<file path="config.mk">
export PLATFORM = sky130hd
export DESIGN_NAME = chan_sec_gate
export DESIGN_NICKNAME = d
export VERILOG_FILES = /design/src/rtl/chan_sec_pkg.sv /design/src/rtl/chan_sec_ctrl.sv /design/src/rtl/chan_sec_dp.sv /design/src/rtl/chan_sec_gate.sv
export SDC_FILE = /design/constraint.sdc
export NUM_CORES = 1
export LEC_CHECK = 0
export BUFFER_PORTS_ARGS = -buffer_cell sky130_fd_sc_hd__buf_2
export CAP_MARGIN = 10
export CORE_AREA = 2 2 85 87
export DETAILED_ROUTE_END_ITERATION = 10
export DIE_AREA = 0 0 87 89
export PLACE_DENSITY = 0.7
export SLEW_MARGIN = 20
export SYNTH_ARGS = -nofsm -noshare
export SYNTH_HDL_FRONTEND = slang
export SYNTH_SLANG_ARGS = --single-unit
</file>
<file path="constraint.sdc">
create_clock -name clk -period 2.53 [get_ports clk]
set_input_delay 0.3795 -clock clk [delete_from_list [all_inputs] [get_ports clk]]
set_output_delay 0.3795 -clock clk [all_outputs]
set_load 0.005 [all_outputs]
</file>
<file path="src/rtl/chan_sec_pkg.sv">
package chan_sec_pkg;

  localparam int unsigned WA_ROUTE  = 0;
  localparam int unsigned WA_MASK   = 1;
  localparam int unsigned WA_STAT   = 2;
  localparam int unsigned WA_GIS    = 3;
  localparam int unsigned WA_GBES   = 4;
  localparam int unsigned WA_CHBASE = 16;

  typedef enum logic [2:0] {
    SEL_NONE,
    SEL_ROUTE,
    SEL_MASK,
    SEL_STAT,
    SEL_GIS,
    SEL_GBES,
    SEL_CHAN
  } rdSel_e;

  typedef struct packed {
    logic   wrRoute;
    logic   wrMask;
    logic   clrStat;
    logic   clrGbes;
    rdSel_e rdSel;
  } strobe_t;

endpackage

</file>
<file path="src/rtl/chan_sec_ctrl.sv">
module chan_sec_ctrl
  import chan_sec_pkg::*;
#(
  parameter int unsigned NUM_CH = 4,
  parameter int unsigned ADDR_W = 6,
  localparam int unsigned IDX_W = (NUM_CH > 1) ? $clog2(NUM_CH) : 1
) (
  input  logic              clk,
  input  logic              rstN,
  input  logic              regSel,
  input  logic              regWr,
  input  logic              regSecure,
  input  logic [ADDR_W-1:0] regAddr,
  input  logic [NUM_CH-1:0] chSecure,
  output strobe_t           str,
  output logic [IDX_W-1:0]  chIdx,
  output logic [NUM_CH-1:0] visMask,
  output logic [NUM_CH-1:0] chWe
);

  logic              isChan;
  logic [ADDR_W-1:0] chOff;
  logic              chVisible;

  assign chOff  = regAddr - ADDR_W'(WA_CHBASE);
  assign isChan = (regAddr >= ADDR_W'(WA_CHBASE)) &&
                  (regAddr < ADDR_W'(WA_CHBASE + NUM_CH));
  assign chIdx  = chOff[IDX_W-1:0];
  assign chVisible = regSecure || !chSecure[chIdx];

  // Secure accesses see every channel; non-secure ones only non-secure channels.
  assign visMask = regSecure ? '1 : ~chSecure;

  always_comb begin
    str       = '0;
    str.rdSel = SEL_NONE;
    chWe      = '0;
    if (regSel) begin
      case (regAddr)
        ADDR_W'(WA_ROUTE): begin
          if (regSecure) begin
            str.rdSel   = SEL_ROUTE;
            str.wrRoute = regWr;
          end
        end
        ADDR_W'(WA_MASK): begin
          str.rdSel  = SEL_MASK;
          str.wrMask = regWr;
        end
        ADDR_W'(WA_STAT): begin
          str.rdSel   = SEL_STAT;
          str.clrStat = regWr;
        end
        ADDR_W'(WA_GIS): begin
          str.rdSel = SEL_GIS;
        end
        ADDR_W'(WA_GBES): begin
          if (regSecure) begin
            str.rdSel   = SEL_GBES;
            str.clrGbes = !regWr;
          end
        end
        default: begin
          if (isChan && chVisible) begin
            str.rdSel = SEL_CHAN;
            if (regWr) chWe[chIdx] = 1'b1;
          end
        end
      endcase
    end
  end

  // a channel write enable only for an allowed write access
  a_r2_chwe_allowed: assert property (@(posedge clk) disable iff (!rstN)
    (|chWe) |-> (regSel && regWr && (regSecure || !(|(chWe & chSecure)))));

  // at most one channel written per access
  a_r2_chwe_onehot: assert property (@(posedge clk) disable iff (!rstN)
    $onehot0(chWe));

  // routing updates only from secure accesses
  a_r4_route_wr_secure: assert property (@(posedge clk) disable iff (!rstN)
    str.wrRoute |-> (regSel && regSecure));

endmodule

</file>
<file path="src/rtl/chan_sec_dp.sv">
module chan_sec_dp
  import chan_sec_pkg::*;
#(
  parameter int unsigned NUM_CH = 4,
  parameter int unsigned DATA_W = 32,
  localparam int unsigned IDX_W = (NUM_CH > 1) ? $clog2(NUM_CH) : 1
) (
  input  logic                     clk,
  input  logic                     rstN,
  input  strobe_t                  str,
  input  logic [IDX_W-1:0]         chIdx,
  input  logic [NUM_CH-1:0]        visMask,
  input  logic [DATA_W-1:0]        regWdata,
  input  logic [NUM_CH-1:0]        chSecure,
  input  logic [NUM_CH-1:0]        errIn,
  input  logic [NUM_CH*DATA_W-1:0] chRdData,
  output logic [DATA_W-1:0]        rdData,
  output logic                     secIrq,
  output logic                     nsIrq
);

  logic [NUM_CH-1:0] routeQ, maskQ, statQ, gbesQ;
  logic [NUM_CH-1:0] routeAct, wBits, field;

  assign routeAct = routeQ & ~chSecure;
  assign wBits    = regWdata[NUM_CH-1:0];

  always_ff @(posedge clk or negedge rstN) begin
    if (!rstN) begin
      routeQ <= '0;
      maskQ  <= '0;
      statQ  <= '0;
      gbesQ  <= '0;
    end else begin
      if (str.wrRoute) routeQ <= wBits;
      if (str.wrMask)  maskQ  <= (maskQ & ~visMask) | (wBits & visMask);
      statQ <= (str.clrStat ? (statQ & ~(wBits & visMask)) : statQ)
               | (errIn & ~routeAct);
      gbesQ <= (str.clrGbes ? '0 : gbesQ) | (errIn & routeAct);
    end
  end

  always_comb begin
    field  = '0;
    rdData = '0;
    case (str.rdSel)
      SEL_ROUTE: field = routeQ;
      SEL_MASK:  field = maskQ & visMask;
      SEL_STAT:  field = statQ & visMask;
      SEL_GIS:   field = (statQ | gbesQ) & visMask;
      SEL_GBES:  field = gbesQ;
      default:   field = '0;
    endcase
    if (str.rdSel == SEL_CHAN) rdData = chRdData[int'(chIdx)*DATA_W +: DATA_W];
    else rdData[NUM_CH-1:0] = field;
  end

  assign secIrq = (|gbesQ) || (|(statQ & maskQ & chSecure));
  assign nsIrq  = |(statQ & maskQ & ~chSecure);

  // routed error lands in global bus-error status
  a_r5_routed_to_gbes: assert property (@(posedge clk) disable iff (!rstN)
    (|(errIn & routeQ & ~chSecure)) |=>
      ((gbesQ & $past(errIn & routeQ & ~chSecure)) == $past(errIn & routeQ & ~chSecure)));

  // unrouted error lands in channel status
  a_r6_unrouted_to_stat: assert property (@(posedge clk) disable iff (!rstN)
    (|(errIn & ~(routeQ & ~chSecure))) |=>
      ((statQ & $past(errIn & ~(routeQ & ~chSecure))) == $past(errIn & ~(routeQ & ~chSecure))));

  // global bus-error bits only drop after a secure read
  a_r8_gbes_hold: assert property (@(posedge clk) disable iff (!rstN)
    !str.clrGbes |=> (($past(gbesQ) & ~gbesQ) == '0));

  // pending global bus error keeps the secure line up
  a_r8_secirq_pending: assert property (@(posedge clk) disable iff (!rstN)
    (|gbesQ) |-> secIrq);

endmodule

</file>
<file path="src/rtl/chan_sec_gate.sv">
module chan_sec_gate
  import chan_sec_pkg::*;
#(
  parameter int unsigned NUM_CH = 4,
  parameter int unsigned DATA_W = 32,
  parameter int unsigned ADDR_W = 6,
  localparam int unsigned IDX_W = (NUM_CH > 1) ? $clog2(NUM_CH) : 1
) (
  input  logic                     clk,
  input  logic                     rstN,
  input  logic                     regSel,
  input  logic                     regWr,
  input  logic                     regSecure,
  input  logic [ADDR_W-1:0]        regAddr,
  input  logic [DATA_W-1:0]        regWdata,
  output logic [DATA_W-1:0]        rdData,
  input  logic [NUM_CH-1:0]        chSecure,
  input  logic [NUM_CH-1:0]        errIn,
  input  logic [NUM_CH*DATA_W-1:0] chRdData,
  output logic [NUM_CH-1:0]        chWe,
  output logic                     secIrq,
  output logic                     nsIrq
);

  strobe_t           str;
  logic [IDX_W-1:0]  chIdx;
  logic [NUM_CH-1:0] visMask;

  chan_sec_ctrl #(.NUM_CH(NUM_CH), .ADDR_W(ADDR_W)) ctrl_i (
    .clk(clk), .rstN(rstN), .regSel(regSel), .regWr(regWr),
    .regSecure(regSecure), .regAddr(regAddr), .chSecure(chSecure),
    .str(str), .chIdx(chIdx), .visMask(visMask), .chWe(chWe)
  );

  chan_sec_dp #(.NUM_CH(NUM_CH), .DATA_W(DATA_W)) dp_i (
    .clk(clk), .rstN(rstN), .str(str), .chIdx(chIdx), .visMask(visMask),
    .regWdata(regWdata), .chSecure(chSecure), .errIn(errIn),
    .chRdData(chRdData), .rdData(rdData), .secIrq(secIrq), .nsIrq(nsIrq)
  );

  // non-secure read of the global bus-error word returns zero
  a_r9_ns_gbes_zero: assert property (@(posedge clk) disable iff (!rstN)
    (regSel && !regWr && !regSecure && regAddr == ADDR_W'(WA_GBES)) |-> (rdData == '0));

  // non-secure read of the routing word returns zero
  a_r4_ns_route_zero: assert property (@(posedge clk) disable iff (!rstN)
    (regSel && !regWr && !regSecure && regAddr == ADDR_W'(WA_ROUTE)) |-> (rdData == '0));

endmodule

</file>
# == Word-level counts from Yosys, hierarchy flattened ==
# Cells that the tools add are included.
# op_classes
multipliers,0
shifts,1
muxes,24
bitwise_logic,20
n_div,0
addsub,1
reduce_logical,12
n_eq_ne,10
n_lt_le_gt_ge,4
# op_table
op,count
128-bit by 8-bit indexed part select with 32-bit output,1
4-bit bitwise AND,12
4-bit two-way mux,9
28-bit two-way mux,1
4-bit case mux with 5 select lines,1
4-bit inverter,4
4-bit OR,4
3-bit case mux with 5 select lines,1
6-bit by 2-bit == test with 1-bit output (second input constant),2
4-bit OR reduction,3
3-bit == test (second input constant),3
1-bit two-way mux,8
7-bit two-way mux,1
3-bit by 2-bit == test with 1-bit output (second input constant),2
6-bit by 1-bit == test with 1-bit output (second input constant),1
6-bit by 3-bit == test with 1-bit output (second input constant),1
6-bit by 5-bit >= comparator with 1-bit output (second input constant),1
6-bit logical NOT,1
6-bit by 5-bit less-than comparator with 1-bit output (second input constant),1
5-bit OR reduction,1
3-bit by 1-bit == test with 1-bit output (second input constant),1
1-bit logical AND,3
2-bit by 3-bit less-than comparator with 1-bit output (second input constant),1
3-bit two-way mux,1
6 further kinds,8
# word_totals
latch_bits,0
mem_bits_ro,0
mem_count,0
output_inout_bits,38
wordCells,76
ram_bits,0
in_bits,179
regBits,16

# == Longest topological paths before layout ==
# Gate-level depths: netlist of the first run.
# logic_depth
ltp_word,12
depth_mapped,7
mapped_depth_nobuf,5

# == By module ==
# A second synthesis of the first run with hierarchy kept.
# unflattened
cells_unflattened,227
area_unflattened_um2,2301.0
# by_module_without_submodules
module,seq_area_each_um2,area_per_inst_um2,n_inst,cells_each
chan_sec_dp,400.4,2020.7,1,181
chan_sec_ctrl,0.0,280.3,1,46

# == Least setup slack after synthesis of the first run ==
# OpenSTA, ideal clock, no wires.
# synth_timing
kind,input -> output
start,in regAddr[0]
end,out rdData[2]
path_buffers,1
arrival_time_ns,1.654
stages,6
setup_slack_ns,0.497
required_ns,2.151
cell_sequence,buf_6 or3b_4 nor3b_2 o21a_1 a21oi_1 a211o_1
# synth_between
elab_chain_cells,12
elab_cells_between_ends,26
classes_between,add/sub (1); order compare (2); eq/ne (10); shift (1); mux (7); reduce/logical (5)
# synth_rtl
element,line,text
"start, declared",chan_sec_gate.sv:14,"input logic [ADDR_W-1:0] regAddr,"
2-bit by 1-bit subtractor with 2-bit output,chan_sec_ctrl.sv:25,assign chOff = regAddr - ADDR_W'(WA_CHBASE);
1-bit binary-select mux with 2-bit select,chan_sec_ctrl.sv:29,assign chVisible = regSecure || !chSecure[chIdx];
1-bit two-way mux (not written as such),chan_sec_ctrl.sv:29,
1-bit logical NOT,chan_sec_ctrl.sv:29,
1-bit logical OR,chan_sec_ctrl.sv:29,
1-bit logical AND,chan_sec_ctrl.sv:64,if (isChan && chVisible) begin
3-bit two-way mux,chan_sec_ctrl.sv:64,
3-bit case mux with 5 select lines,chan_sec_ctrl.sv:39,case (regAddr)
7-bit two-way mux,chan_sec_ctrl.sv:38,if (regSel) begin
"3-bit == test, or another cell as far along",chan_sec_dp.sv:46,case (str.rdSel)
4-bit case mux with 5 select lines,chan_sec_dp.sv:46,
4-bit two-way mux (*),chan_sec_dp.sv:54,if (str.rdSel == SEL_CHAN) rdData = chRdData[int'(chIdx)*DATA_W +: DATA_W];
"end, declared",chan_sec_gate.sv:16,"output logic [DATA_W-1:0] rdData,"
# Mark *: on every way between the ends. The rest lies on a longest branch, timed or not. The select of a mux whose other input is x is not followed.

# == Worst setup path after layout of the first run ==
# layout_timing
start,in regAddr[1]
end,out rdData[2]
# The elaborated chain is that of the path after synthesis.

==> impl_metrics.json, run 1 <==
{
  "status": "finished, final reports clean",
  "grt_max_degree": 48,
  "grt_pass1_vias": 2431,
  "cp_max_fo": 47,
  "cts-resized-gates": 0,
  "drtPass1Iterations": 4,
  "hold_viol": 0,
  "reg2regPathDepth": 1,
  "power.density_nw_per_um2": 275.0,
  "cp_cell_sequence": "buf_2 > buf_4 > mux4_2 > nor2b_1 > a211o_1 > buf_2",
  "crit_buf_inv": 3,
  "fin_ws_ns": 0.1880,
  "area_delta_synth_final_pct": 49.57,
  "min_path_type": "in -> async",
  "leakage_nw": 1.633,
  "place_hpwl_um": 7122,
  "fin_util_pct": 48.66,
  "fin_setup_tns_ns": 0,
  "antennaDiodeCount": 0,
  "finalSetupViolCount": 0,
  "max_stage_delay_ns": 0.48,
  "arrival_ns": 1.96,
  "syn-cell-area_sq_um": 2186,
  "insertion_delay_ns": 0.25,
  "syn_avg_cell_area_sq_um": 10.61,
  "reg2reg_slack_ns": 1.68,
  "final_layout_size_suffix_gt1_share_pct": 64.19,
  "chipWidth_um": 87,
  "initial_utilization_pct": 32.53,
  "clockBufferDepth": 2,
  "worst_pin_slew_ns": 0.5648,
  "path_clk_slew_ns": 0.06,
  "cp_common_cell": "buf_2",
  "synth_most_common_cell": "mux4_2",
  "netlist_top_cells_count": "mux4_2, nor2b_1, dfrtp_1, nor2_1",
  "grt-ovfl-total": 0,
  "tritoncts": "yes",
  "cap_violations": 0,
  "critPathKind": "in -> out",
  "io_pins": 217,
  "fin_area_sq_um": 3269,
  "core_area_sq_um": 6719,
  "critPathSlowestCell": "buf_4",
  "slew_headroom_pct": 62.35,
  "fin_crit_ns": 2.342,
  "end_kind": "primary output",
  "rsz0062_at_grt": "no",
  "drtIter0Drc": 112,
  "wire_per_inst_um": 18.01,
  "drc": 0,
  "slew_viol_final": 0,
  "ant_nets": 0,
  "cts_setup_buffers": 0,
  "drt_wl_total_um": 8481,
  "dp_slack_ns": 0.1956,
  "die_area_sq_um": 7743,
  "ys.warnings.count": 0,
  "h-tree-depth": 1,
  "seq_area_frac_synth_pct": 18.32,
  "cts_root_buffer": "clkbuf_8",
  "die_y_um": 89,
  "nNetsFinal": 572,
  "antenna_found_initial": 0,
  "vdd_drop_max_mv": 0.4492,
  "synth_edf_count": 0,
  "syn_inst": 206,
  "grt_util_all_layers_pct": 19.71,
  "synth.top_cell.area_share_pct": 34.00,
  "numCtsBuffers": 3,
  "crit_required_ns": 2.15,
  "yosys.area.top_type": "mux4_2",
  "io_buffers": 188,
  "clkSinkCount": 16,
  "via_per_inst": 5.414,
  "start_kind": "primary input",
  "fin_crit_sh_pct": 92.57,
  "grt_pass1_wl_um": 11860,
  "synth_cell_type_count": 41,
  "synthTopCellsByArea": "mux4_2, dfrtp_1, nor2b_1, mux2_2, nor2_1",
  "synthArstFlopShare_pct": 100.0,
  "vias": 2550,
  "finClkSkew_ns": 0.001153,
  "place_congestion": 0.8707,
  "dpl_cell_area_sq_um": 3228,
  "cts_hold_buf": 0,
  "max_freq_ghz": 0.4270,
  "synth_ff_type": "dfrtp_1",
  "syn_nets": 385,
  "synth_seq_cells": 16,
  "power.total_mw": 0.8990,
  "num_rows": 30,
  "cp_top_family": "buffers and inverters"
}
## power by group
part	switching [mW]	internal, mW
Combinational	0.152	0.245
Clock	0.0858	0.106
Sequential	0.0294	0.281
## worst max path at each step
stage	slack, ns	cells after the start	from	end
floorplan	0.50	6	regAddr[0]	rdData[2]
global placement	0.21	7	regAddr[0]	rdData[2]
detailed placement	0.20	7	regAddr[0]	rdData[2]
CTS	0.20	7	regAddr[0]	rdData[2]
global route	0.08	7	regAddr[0]	rdData[2]
finish	0.19	6	regAddr[1]	rdData[2]
## metrics by stage
| stage | hold WS [ns] | instances |
|---|---|---|
| 2_1_floorplan | 0.08391 | 206 |
| 3_3_place_gp | 0.3076 | 468 |
| 3_5_place_dp | 0.3098 | 468 |
| 4_1_cts | 0.04333 | 471 |
| 5_1_grt | 0.06217 | 471 |
| 6_report | 0.03432 | 471 |
## area by class of cell
cell class,count,area [sq um]
tap,80,100.1
multi-input combinational,169,1688
clock buffer,3,41.29
sequential,16,400.4
inverter,7,26.28
timing repair buffer,196,1013
fill,655,3450
## layout by cell type (no fill, tap or decap), types with 3 or more instances in the layout
master,netlist,final
and3_1,4,4
nor2b_1,31,31
nand2b_1,6,6
clkbuf_8,0,3
buf_4,0,7
mux2_1,3,3
mux2_2,9,9
a22o_1,4,4
a211o_1,3,3
o221ai_1,4,4
buf_2,3,188
mux4_2,33,33
a32o_1,4,4
o21ai_0,8,8
nor2_1,13,13
inv_1,7,7
a21oi_1,9,9
nand3_1,7,7
nand2_1,8,8
dfrtp_1,16,16
## per-layer routing
metal / part of all wire [%] / global-route usage [%]
met4: 0.92 / 3.267
met1: 36 / 22.94
met3: 8.7 / 3.601
met5: 0 / 0
met2: 54 / 38.03
## cell families (layout without fill, tap and decap cells)
logic type	count (synthesis)	count (layout)	synth area share, %
AND/OR/NAND/NOR	87	87	25.19
multiplexers	45	45	40.18
AO/OA/AOI/OAI	37	37	11.85
buffers and inverters	21	206	4.465
flip-flops	16	16	18.32
No activity file was read; power rests on OpenSTA's default activity.
==> inputs of run 2 (changes only) <==
CORE_AREA = 2 2 84 86   (was 2 2 85 87)
DIE_AREA = 0 0 86 88   (was 0 0 87 89)
PLACE_DENSITY = 0.74   (was 0.7)
SYNTH_HIERARCHICAL = 1   (was unset)
==> impl_metrics.json, run 2 <==
{
  "status": "finished, violations left",
  "violations": "negative setup slack",
  "place_congestion": 0.8801,
  "h-tree-depth": 1,
  "drt_wl_total_um": 8846,
  "leakage_nw": 1.800,
  "max_freq_ghz": 0.3802,
  "crit_buf_inv": 2,
  "cp_cell_sequence": "buf_8 > mux2i_1 > or3_4 > a32o_1 > and3_4 > or3b_4 > o21ai_1 > o211ai_1 > o311ai_2 > buf_2",
  "place_hpwl_um": 7398,
  "r2r_start": "dp_i/routeQ[1]",
  "area_delta_synth_final_pct": 54.65,
  "end_kind": "primary output",
  "grt_pass1_vias": 2557,
  "fin_crit_ns": 2.630,
  "cp_max_fo": 6,
  "power.total_mw": 0.8879,
  "grt_pass1_wl_um": 12590,
  "ys.warnings.count": 6,
  "die_area_sq_um": 7568,
  "fin_crit_sh_pct": 104.0,
  "cap_violations": 0,
  "synth_ff_type": "dfrtp_1",
  "worst_pin_slew_ns": 0.4343,
  "cp_top_family": "simple AND/OR/NAND/NOR gates",
  "critPathKind": "in -> out",
  "synthArstFlopShare_pct": 100.0,
  "ant_nets": 0,
  "synth.top_cell.area_share_pct": 27.41,
  "final_common_cell": "buf_2",
  "yosys.area.top_type": "mux4_2",
  "initial_utilization_pct": 34.63,
  "drtIter0Drc": 134,
  "fin_area_sq_um": 3558,
  "r2r-end": "dp_i/statQ[1]",
  "path_clk_slew_ns": 0.06,
  "slew_viol_final": 0,
  "syn_nets": 406,
  "drtPass1Iterations": 4,
  "nNetsFinal": 609,
  "min_path_type": "in -> async",
  "netlist_top_cells_count": "mux4_2, nor2b_1, dfrtp_1, nand2_1, nor2_1",
  "cts_root_buffer": "clkbuf_8",
  "chipWidth_um": 86,
  "fin_ws_ns": -0.1000,
  "clkSinkCount": 16,
  "start_kind": "primary input",
  "synth_seq_cells": 16,
  "wire_per_inst_um": 17.38,
  "core_area_sq_um": 6644,
  "critPathSlowestCell": "or3b_4",
  "insertion_delay_ns": 0.25,
  "reg2regPathDepth": 2,
  "vdd_drop_max_mv": 0.2544,
  "seq_area_frac_synth_pct": 17.40,
  "vias": 2699,
  "die_y_um": 88,
  "synth_most_common_cell": "mux4_2",
  "fin_util_pct": 53.56,
  "crit_required_ns": 2.15,
  "cts_hold_buf": 0,
  "reg2reg_slack_ns": 1.71,
  "hold_viol": 0,
  "dpl_cell_area_sq_um": 3379,
  "whs_ns": 0.02305,
  "grt_util_all_layers_pct": 21.16,
  "rsz0062_at_grt": "yes",
  "synth_edf_count": 0,
  "io_pins": 217,
  "final_layout_size_suffix_gt1_share_pct": 64.80,
  "dp.cells": 501,
  "max_stage_delay_ns": 0.39,
  "finClkSkew_ns": 0.00009870,
  "power.density_nw_per_um2": 249.5,
  "synth_cell_type_count": 40,
  "clockBufferDepth": 2,
  "drc": 0,
  "fin_cells": 509,
  "syn_inst": 227,
  "numCtsBuffers": 3,
  "synthTopCellsByArea": "mux4_2, dfrtp_1, nor2b_1, mux2_2, mux2i_1",
  "grt_max_degree": 35,
  "io_buffers": 188,
  "syn-cell-area_sq_um": 2301,
  "antenna_found_initial": 0,
  "antennaDiodeCount": 0,
  "slew_headroom_pct": 70.99,
  "arrival_ns": 2.25,
  "final_cell_mix": "buf_2, mux4_2, nor2b_1",
  "finalSetupViolCount": 4,
  "via_per_inst": 5.303,
  "tritoncts": "yes",
  "num_rows": 30,
  "syn_avg_cell_area_sq_um": 10.14,
  "grt-ovfl-total": 0
}
[run 2: changes by cell type in the layout (fill, tap and decap cells not counted), sizes merged, moves of 4 or more]
cell	delta
buf	+18
inv	+4
mux2i	+10
mux4	-5
nand2	+4
nand2b	+5
nor3	+5
o211ai	+4
o22ai	+4
o311ai	+4
[run 2: per-layer routing]
metal  wire (um)  part of all wire, %  track usage [%]  up-vias
li1            -                    -                -     1275
met1        3269                   37            24.27     1283
met2        4713                   53            40.59      127
met3         731                  8.3            3.864       14
met4         131                  1.5            4.906        0
met5           0                    0                0        -
[run 2: area by class of cell]
class                      count  area, sq um
timing repair buffer         215         1177
fill                         629         3085
sequential                    16        400.4
multi-input combinational    183         1784
inverter                      11        41.29
clock buffer                   4        55.05
tap                           80        100.1
[run 2: stage by stage]
| step | worst slack, ns | TNS, ns |
|---|---|---|
| 3_5_place_dp | -0.1955 | -3.793 |
| 6_report | -0.1000 | -0.2960 |
| 5_1_grt | -0.1752 | -0.6716 |
| 4_1_cts | -0.07700 | -0.2726 |
| 3_3_place_gp | -0.1771 | -2.072 |
| 2_1_floorplan | 0.1872 | 0 |
[run 2: report_power, final]
| group | leakage (nW) | switching, mW | internal (mW) |
|---|---|---|---|
| registers | 0.182 | 0.0102 | 0.269 |
| logic | 1.59 | 0.147 | 0.238 |
| clock network | 0.0288 | 0.0862 | 0.138 |
[run 2: how the worst max path moves through the flow]
stage                from   endpoint  slack, ns  cells after the start
2_1_floorplan  regAddr[1]  rdData[1]       0.19                      8
3_3_place_gp   regAddr[1]  rdData[2]      -0.18                     10
3_5_place_dp   regAddr[1]  rdData[2]      -0.20                     10
4_1_cts        regAddr[1]  rdData[2]      -0.08                     10
5_1_grt        regAddr[1]  rdData[2]      -0.18                     12
6_report       regAddr[1]  rdData[2]      -0.10                     10
[run 2: repair_timing]
action                                  4_1_cts  5_1_grt
endpoints found under the setup margin       32       11
gates cloned                                  0        1
resized for setup                            11       10
setup buffers                                 1        2
pin swaps                                     2        3
[run 2: cell families (layout without fill, tap and decap cells)]
kind of cell | after synthesis | in the layout | share of synthesized area, %
compound gates | 38 | 38 | 11.31
simple gates | 94 | 94 | 24.80
buf+inv | 28 | 230 | 8.211
flops | 16 | 16 | 17.40
mux | 51 | 51 | 38.28
